### config.mk
export PLATFORM = sky130hd
export DESIGN_NAME = sio_ctrl_regs
export DESIGN_NICKNAME = d
export VERILOG_FILES = /design/src/rtl/sio_pkg.sv /design/src/rtl/sio_cmd_decode.sv /design/src/rtl/sio_regfile.sv /design/src/rtl/sio_ctrl_regs.sv
export SDC_FILE = /design/constraint.sdc
export NUM_CORES = 1
export LEC_CHECK = 0
export BUFFER_PORTS_ARGS = -buffer_cell sky130_fd_sc_hd__buf_2
export CAP_MARGIN = 20
export CORE_MARGIN = 2
export CORE_UTILIZATION = 41
export DETAILED_ROUTE_END_ITERATION = 8
export PLACE_DENSITY_LB_ADDON = 0.15
export SLEW_MARGIN = 5
export SYNTH_ARGS = -nofsm -noshare
export SYNTH_HDL_FRONTEND = slang
export SYNTH_HIERARCHICAL = 1
export SYNTH_SLANG_ARGS = --single-unit
### constraint.sdc
create_clock -name clk -period 2.5 [get_ports clk]
set_input_delay 0.5 -clock clk [delete_from_list [all_inputs] [get_ports clk]]
set_output_delay 0.5 -clock clk [all_outputs]
set_load 0.02 [all_outputs]
### src/rtl/sio_pkg.sv
package sio_pkg;

  localparam logic [5:0] OFF_MODE = 6'h00;
  localparam logic [5:0] OFF_STAT = 6'h04;
  localparam logic [5:0] OFF_CMD  = 6'h08;
  localparam logic [5:0] OFF_DATA = 6'h0C;
  localparam logic [5:0] OFF_INT  = 6'h14;
  localparam logic [5:0] OFF_DIVH = 6'h18;
  localparam logic [5:0] OFF_DIVL = 6'h1C;

  // general-action codes (command bits 6:4)
  localparam logic [2:0] ACT_PTR_RST = 3'd1;
  localparam logic [2:0] ACT_RX_RST  = 3'd2;
  localparam logic [2:0] ACT_TX_RST  = 3'd3;
  localparam logic [2:0] ACT_BRK_CLR = 3'd5;

  // 2-bit direction field codes
  localparam logic [1:0] DIR_ON  = 2'd1;
  localparam logic [1:0] DIR_OFF = 2'd2;

  typedef struct packed {
    logic wrMode;
    logic wrMask;
    logic wrTx;
    logic popRx;
    logic ptrReset;
    logic rxReset;
    logic txReset;
    logic clrBreak;
    logic txOn;
    logic txOff;
    logic rxOn;
    logic rxOff;
  } ctlStrobe_t;

  typedef enum logic [2:0] {
    SEL_NONE, SEL_MODE, SEL_STAT, SEL_RXD, SEL_ISR, SEL_DIVH, SEL_DIVL
  } rdSel_t;

endpackage

### src/rtl/sio_cmd_decode.sv
module sio_cmd_decode
  import sio_pkg::*;
(
  input  logic [5:0] busAddr,
  input  logic       busWrEn,
  input  logic       busRdEn,
  input  logic [7:0] busWrData,
  input  logic       rxAvail,
  output ctlStrobe_t st,
  output rdSel_t     rdSel
);

  logic [2:0] actCode;
  logic [1:0] txField;
  logic [1:0] rxField;
  logic       unusedTopBit;

  assign actCode      = busWrData[6:4];
  assign txField      = busWrData[3:2];
  assign rxField      = busWrData[1:0];
  assign unusedTopBit = busWrData[7];

  always_comb begin
    st = '0;
    if (busWrEn) begin
      case (busAddr)
        OFF_MODE: st.wrMode = 1'b1;
        OFF_DATA: st.wrTx   = 1'b1;
        OFF_INT:  st.wrMask = 1'b1;
        OFF_CMD: begin
          case (actCode)
            ACT_PTR_RST: st.ptrReset = 1'b1;
            ACT_RX_RST:  st.rxReset  = 1'b1;
            ACT_TX_RST:  st.txReset  = 1'b1;
            ACT_BRK_CLR: st.clrBreak = 1'b1;
            default:     ;
          endcase
          st.txOn  = (txField == DIR_ON);
          st.txOff = (txField == DIR_OFF);
          st.rxOn  = (rxField == DIR_ON);
          st.rxOff = (rxField == DIR_OFF);
        end
        default: ;
      endcase
    end
    if (busRdEn && busAddr == OFF_DATA) st.popRx = rxAvail;
  end

  always_comb begin
    rdSel = SEL_NONE;
    if (busRdEn) begin
      case (busAddr)
        OFF_MODE: rdSel = SEL_MODE;
        OFF_STAT: rdSel = SEL_STAT;
        OFF_DATA: rdSel = SEL_RXD;
        OFF_INT:  rdSel = SEL_ISR;
        OFF_DIVH: rdSel = SEL_DIVH;
        OFF_DIVL: rdSel = SEL_DIVL;
        default:  rdSel = SEL_NONE;
      endcase
    end
  end

endmodule

### src/rtl/sio_regfile.sv
module sio_regfile
  import sio_pkg::*;
#(
  parameter int          FIFO_DEPTH = 4,
  parameter logic [15:0] BAUD_DIV   = 16'h1234,
  localparam int         LEVEL_W    = $clog2(FIFO_DEPTH + 1),
  localparam int         MODE_CNT   = 2,
  localparam int         RXSEL_BIT  = 6
)(
  input  logic               clk,
  input  logic               rstN,
  input  ctlStrobe_t         st,
  input  rdSel_t             rdSel,
  input  logic [7:0]         wrData,
  output logic [7:0]         rdData,
  input  logic [LEVEL_W-1:0] rxLevel,
  input  logic [7:0]         rxHeadData,
  input  logic [3:0]         rxErrBits,
  input  logic               breakEvt,
  output logic               rxAvail,
  output logic               rxFlush,
  output logic               rxEnable,
  output logic               txValid,
  output logic [7:0]         txData,
  input  logic               txReady,
  output logic               irq
);

  logic [7:0] modeReg [MODE_CNT];
  logic       modePtr;
  logic [7:0] intMask;
  logic       txEn, rxEn, txPending, breakChg, irqQ;
  logic [7:0] txHold;
  logic       fifoFull, rxIntSrc;
  logic [7:0] statusVec, isrVec;

  for (genvar i = 0; i < MODE_CNT; i++) begin : g_mode
    logic [7:0] q;
    always_ff @(posedge clk or negedge rstN) begin
      if (!rstN) q <= '0;
      else if (st.wrMode && modePtr == 1'(i)) q <= wrData;
    end
    assign modeReg[i] = q;
  end

  always_ff @(posedge clk or negedge rstN) begin
    if (!rstN) modePtr <= 1'b0;
    else if (st.ptrReset) modePtr <= 1'b0;
    else if (st.wrMode) modePtr <= 1'b1;
  end

  always_ff @(posedge clk or negedge rstN) begin
    if (!rstN) intMask <= '0;
    else if (st.wrMask) intMask <= wrData;
  end

  // direction fields are applied after the general reset action
  always_ff @(posedge clk or negedge rstN) begin
    if (!rstN) begin
      txEn <= 1'b0;
      rxEn <= 1'b0;
    end else begin
      if (st.txOn) txEn <= 1'b1;
      else if (st.txOff || st.txReset) txEn <= 1'b0;
      if (st.rxOn) rxEn <= 1'b1;
      else if (st.rxOff || st.rxReset) rxEn <= 1'b0;
    end
  end

  always_ff @(posedge clk or negedge rstN) begin
    if (!rstN) begin
      txPending <= 1'b0;
      txHold    <= '0;
    end else if (st.wrTx) begin
      txPending <= 1'b1;
      txHold    <= wrData;
    end else if (st.txReset || (txValid && txReady)) begin
      txPending <= 1'b0;
    end
  end

  always_ff @(posedge clk or negedge rstN) begin
    if (!rstN) breakChg <= 1'b0;
    else if (breakEvt) breakChg <= 1'b1;
    else if (st.clrBreak) breakChg <= 1'b0;
  end

  assign rxAvail   = (rxLevel != '0);
  assign fifoFull  = (rxLevel == LEVEL_W'(FIFO_DEPTH));
  assign rxIntSrc  = modeReg[0][RXSEL_BIT] ? fifoFull : rxAvail;
  assign statusVec = {rxErrBits, ~txPending, txEn, fifoFull, rxAvail};
  assign isrVec    = {5'b0, breakChg, rxIntSrc, txEn};

  always_ff @(posedge clk or negedge rstN) begin
    if (!rstN) irqQ <= 1'b0;
    else irqQ <= |(isrVec & intMask);
  end

  always_comb begin
    case (rdSel)
      SEL_MODE: rdData = modeReg[modePtr];
      SEL_STAT: rdData = statusVec;
      SEL_RXD:  rdData = rxAvail ? rxHeadData : 8'h00;
      SEL_ISR:  rdData = isrVec;
      SEL_DIVH: rdData = BAUD_DIV[15:8];
      SEL_DIVL: rdData = BAUD_DIV[7:0];
      default:  rdData = 8'h00;
    endcase
  end

  assign txValid  = txEn && txPending;
  assign txData   = txHold;
  assign rxFlush  = st.rxReset;
  assign rxEnable = rxEn;
  assign irq      = irqQ;


  ptr_adv_chk: assert property (@(posedge clk) disable iff (!rstN)
    st.wrMode |=> modePtr);


  rx_reset_chk: assert property (@(posedge clk) disable iff (!rstN)
    (st.rxReset && !st.rxOn) |=> !rxEnable);


  tx_reset_chk: assert property (@(posedge clk) disable iff (!rstN)
    (st.txReset && !st.txOn) |=> (!txValid && statusVec[3]));


  tx_accept_chk: assert property (@(posedge clk) disable iff (!rstN)
    (txValid && txReady && !st.wrTx) |=> statusVec[3]);


  tx_hold_chk: assert property (@(posedge clk) disable iff (!rstN)
    (txValid && !txReady && !st.wrTx && !st.txReset && !st.txOff)
      |=> (txValid && $stable(txData)));


  brk_latch_chk: assert property (@(posedge clk) disable iff (!rstN)
    breakEvt |=> isrVec[2]);

endmodule

### src/rtl/sio_ctrl_regs.sv
module sio_ctrl_regs
  import sio_pkg::*;
#(
  parameter int          FIFO_DEPTH = 4,
  parameter logic [15:0] BAUD_DIV   = 16'h1234,
  localparam int         LEVEL_W    = $clog2(FIFO_DEPTH + 1)
)(
  input  logic               clk,
  input  logic               rstN,
  input  logic [5:0]         busAddr,
  input  logic               busWrEn,
  input  logic               busRdEn,
  input  logic [7:0]         busWrData,
  output logic [7:0]         busRdData,
  input  logic [LEVEL_W-1:0] rxLevel,
  input  logic [7:0]         rxHeadData,
  input  logic [3:0]         rxErrBits,
  input  logic               breakEvt,
  output logic               rxPop,
  output logic               rxFlush,
  output logic               rxEnable,
  output logic               txValid,
  output logic [7:0]         txData,
  input  logic               txReady,
  output logic               irq
);

  ctlStrobe_t st;
  rdSel_t     rdSel;
  logic       rxAvail;

  sio_cmd_decode u_dec (
    .busAddr   (busAddr),
    .busWrEn   (busWrEn),
    .busRdEn   (busRdEn),
    .busWrData (busWrData),
    .rxAvail   (rxAvail),
    .st        (st),
    .rdSel     (rdSel)
  );

  sio_regfile #(
    .FIFO_DEPTH (FIFO_DEPTH),
    .BAUD_DIV   (BAUD_DIV)
  ) u_regs (
    .clk        (clk),
    .rstN       (rstN),
    .st         (st),
    .rdSel      (rdSel),
    .wrData     (busWrData),
    .rdData     (busRdData),
    .rxLevel    (rxLevel),
    .rxHeadData (rxHeadData),
    .rxErrBits  (rxErrBits),
    .breakEvt   (breakEvt),
    .rxAvail    (rxAvail),
    .rxFlush    (rxFlush),
    .rxEnable   (rxEnable),
    .txValid    (txValid),
    .txData     (txData),
    .txReady    (txReady),
    .irq        (irq)
  );

  assign rxPop = st.popRx;

endmodule

==> run summary <==
Antenna Nets Post-Route: 0
Residual DRC: 0
Final non-filler cell area: 2460 sq um
Cells after synthesis: 155
Final min period: 2.46 ns
Synth top area share: 46.0%
Detailed Place HPWL: 3240 um
Power Dens Cells: 569 nW/um^2
Vias in the first global route: 1465
Maximum vdd drop: 0.000711 V
Placed Area: 2200 sq um
Seq cells post-synth: 33
Fin. Hold Viols: 0
Slew margin rel.: 51.7%
Most common library cells after synthesis: 33 x dfrtp_1, 27 x mux2_2, 12 x nor2_1
H-tree Lvls: 2
Synthesized area: 1800 sq um
Endpoints failing setup: 0
CP max stage delay: 0.46 ns
Grt met2 use: 30.3%
Vias: 1461
Worst R2R Path Depth: 3
Starting Density: 41.8%
Reg2reg start: u_regs/modePtr$_DFFE_PN0P_
CTS tree: done
Hold crit path type: in2async
CTS Buffer Depth: 2
Kind of critical path: in2out
Fillers: 371
Met1 Resource Use GR: 22.8%
Num rows: 24
Crit-path max FO: 6
Crit path max-delay family: simple AND/OR/NAND/NOR gates
Register area share after synthesis: 46.0%
Syn nets: 190
Pleak: 1.23 nW
CP startpoint kind: primary input
First DRT Iteration DRCs: 45
Status: finished, final reports clean
Worst Path Arrival: 1.96 ns
Most used DFF post-synth: dfrtp_1
Buf/Inv on CP: 2
Global-route wire length before repair: 6910 um
Slowest CP cell: or3b_4
Worst skew pair latency: 0.28 ns
Tcrit/Tclk final: 98.6%
Total grt overflow: 0
Distinct cell type count after synthesis: 44
Maxcap violations: 0
Initial antenna violation count: 0
Crit-path cells: buf_8 -> xor2_2 -> o21ai_1 -> and3_4 -> or3b_4 -> o22ai_2 -> a21o_2 -> buf_6
Area Overhead vs Synth: 37.0%
WP data required: 2.00 ns
FF+latch area: 826 sq um
Num CTS Buffers: 5
Fmax: 406 MHz
RSZ-0062 raised after global routing: yes
Top-count cell post-synth: dfrtp_1
Post-synth EDFFs: 0
Multi-input gate area: 987 sq um
Finished Core Util: 57.3%
CP endpoint kind: output port
Largest net degree at the start of global routing: 34
WL final: 4320 um
Routed len/inst: 15.6 um
DR vias/cell: 5.27
Pins over their slew limit: 0
Mapped Avg Cell Area: 11.6 sq um
Antenna cells: 0
First-pass iteration count of the detailed router: 4
Clock-pin slew on the worst setup and hold paths: 0.06 ns
Die height: 70.2 um
Clock tree sinks: 33
NumNets Final: 259
R2R Path End: u_regs/g_mode[0].q[3]$_DFFE_PN0P_
Gp weighted congestion: 0.960
Width of the die: 70.2 um
Worst slew pin tran: 0.725 ns
IO buf count: 55
Fraction of layout cells with a size suffix above 1: 56.9%
Cell taking the most area after synthesis: dfrtp_1
All-Layer GR Usage: 17.9%
Final Skew: 0.00412 ns
Most Used Layer, Global Route: met2
IO Pins: 56
Core area: 4290 sq um
Synth async-reset ratio: 100%
DIE AREA: 4930 sq um
R2r setup slk: 1.09 ns
GR Util met3: 4.33%
Largest cells by area after synthesis: dfrtp_1 46%, mux2_2 17%, mux2i_1 4.5%
Clk root buf: clkbuf_8
Yosys warnings: 6
-- logic make-up after synthesis --
group           Yosys count  synth area share, %
simple gates             53                 19.4
mux                      35                 21.4
flops                    33                 46.0
compound gates           22                 9.61
buf+inv                  11                 3.13
xor+xnor                  1                0.488
-- cell type report --
cell class | count | area share [%]
well taps | 52 | 2.64
flip-flops and latches | 33 | 33.5
inverters | 3 | 0.457
multi-input cells | 111 | 40.1
clock inverters | 1 | 1.22
repair buffers | 70 | 18.5
clock buffers | 7 | 3.51
-- worst max path at each step --
stage	start	to	slack, ns	cells past startpoint
floorplan	busAddr[1]	busRdData[1]	0.009	6
global placement	busAddr[0]	busRdData[1]	-0.09	7
detailed placement	busAddr[0]	busRdData[4]	-0.16	8
CTS	busAddr[0]	busRdData[1]	-0.005	7
global route	busAddr[2]	busRdData[5]	-0.04	8
finish	busAddr[2]	busRdData[5]	0.04	8
-- metal layers --
metal / vias up / routed length (um) / part of all wire (%)
met2: 51 / 2080 / 48
li1: 705 / - / -
met1: 703 / 1970 / 46
met5: - / 0 / 0
met3: 2 / 252 / 5.8
met4: 0 / 13 / 0.30
-- power by group --
group	switching, mW	internal, mW
Sequential	0.0457	0.597
Combinational	0.132	0.126
Clock	0.177	0.325
Total	0.354	1.05
-- flip-flops by register name (all words and copies together) (netlist names) --
| name | cells |
|---|---|
| u_regs/irq | 1 |
| u_regs/modePtr | 1 |
| u_regs/txData | 8 |
| u_regs/txEn | 1 |
| u_regs/rxEnable | 1 |
| u_regs/g_mode.q | 16 |
| u_regs/txPending | 1 |
| u_regs/intMask | 3 |
| u_regs/breakChg | 1 |
-- what timing repair did --
item                                    in CTS  in global routing
buffers inserted                             2                  0
pin swaps                                    4                 12
gates resized for setup                     11                 24
endpoints found under the setup margin       7                  7
hold buffers                                 0                  0
-- cell usage in the layout, fill, tap and decap left out, drive strengths merged, types with 6 or more instances in the layout --
| cell | Yosys | layout |
|---|---|---|
| buf | 5 | 70 |
| nand2 | 7 | 7 |
| nor2 | 12 | 12 |
| mux2i | 8 | 8 |
| dfrtp | 33 | 33 |
| mux2 | 27 | 27 |
| clkbuf | 3 | 7 |
| nor3b | 6 | 6 |
-- metrics by stage --
stage | hold WS (ns) | setup slack [ns] | TNS (ns) | power (mW) | instances
floorplan | 0.204 | 0.00882 | 0 | 0.782 | 155
global placement | 0.462 | -0.0869 | -0.414 | 0.882 | 267
detailed placement | 0.465 | -0.159 | -0.740 | 0.895 | 267
CTS | 0.292 | -0.00484 | -0.00484 | 1.41 | 277
global route | 0.322 | -0.0374 | -0.0479 | 1.48 | 277
finish | 0.269 | 0.0361 | 0 | 1.40 | 277
No activity file was read; power rests on OpenSTA's default activity.
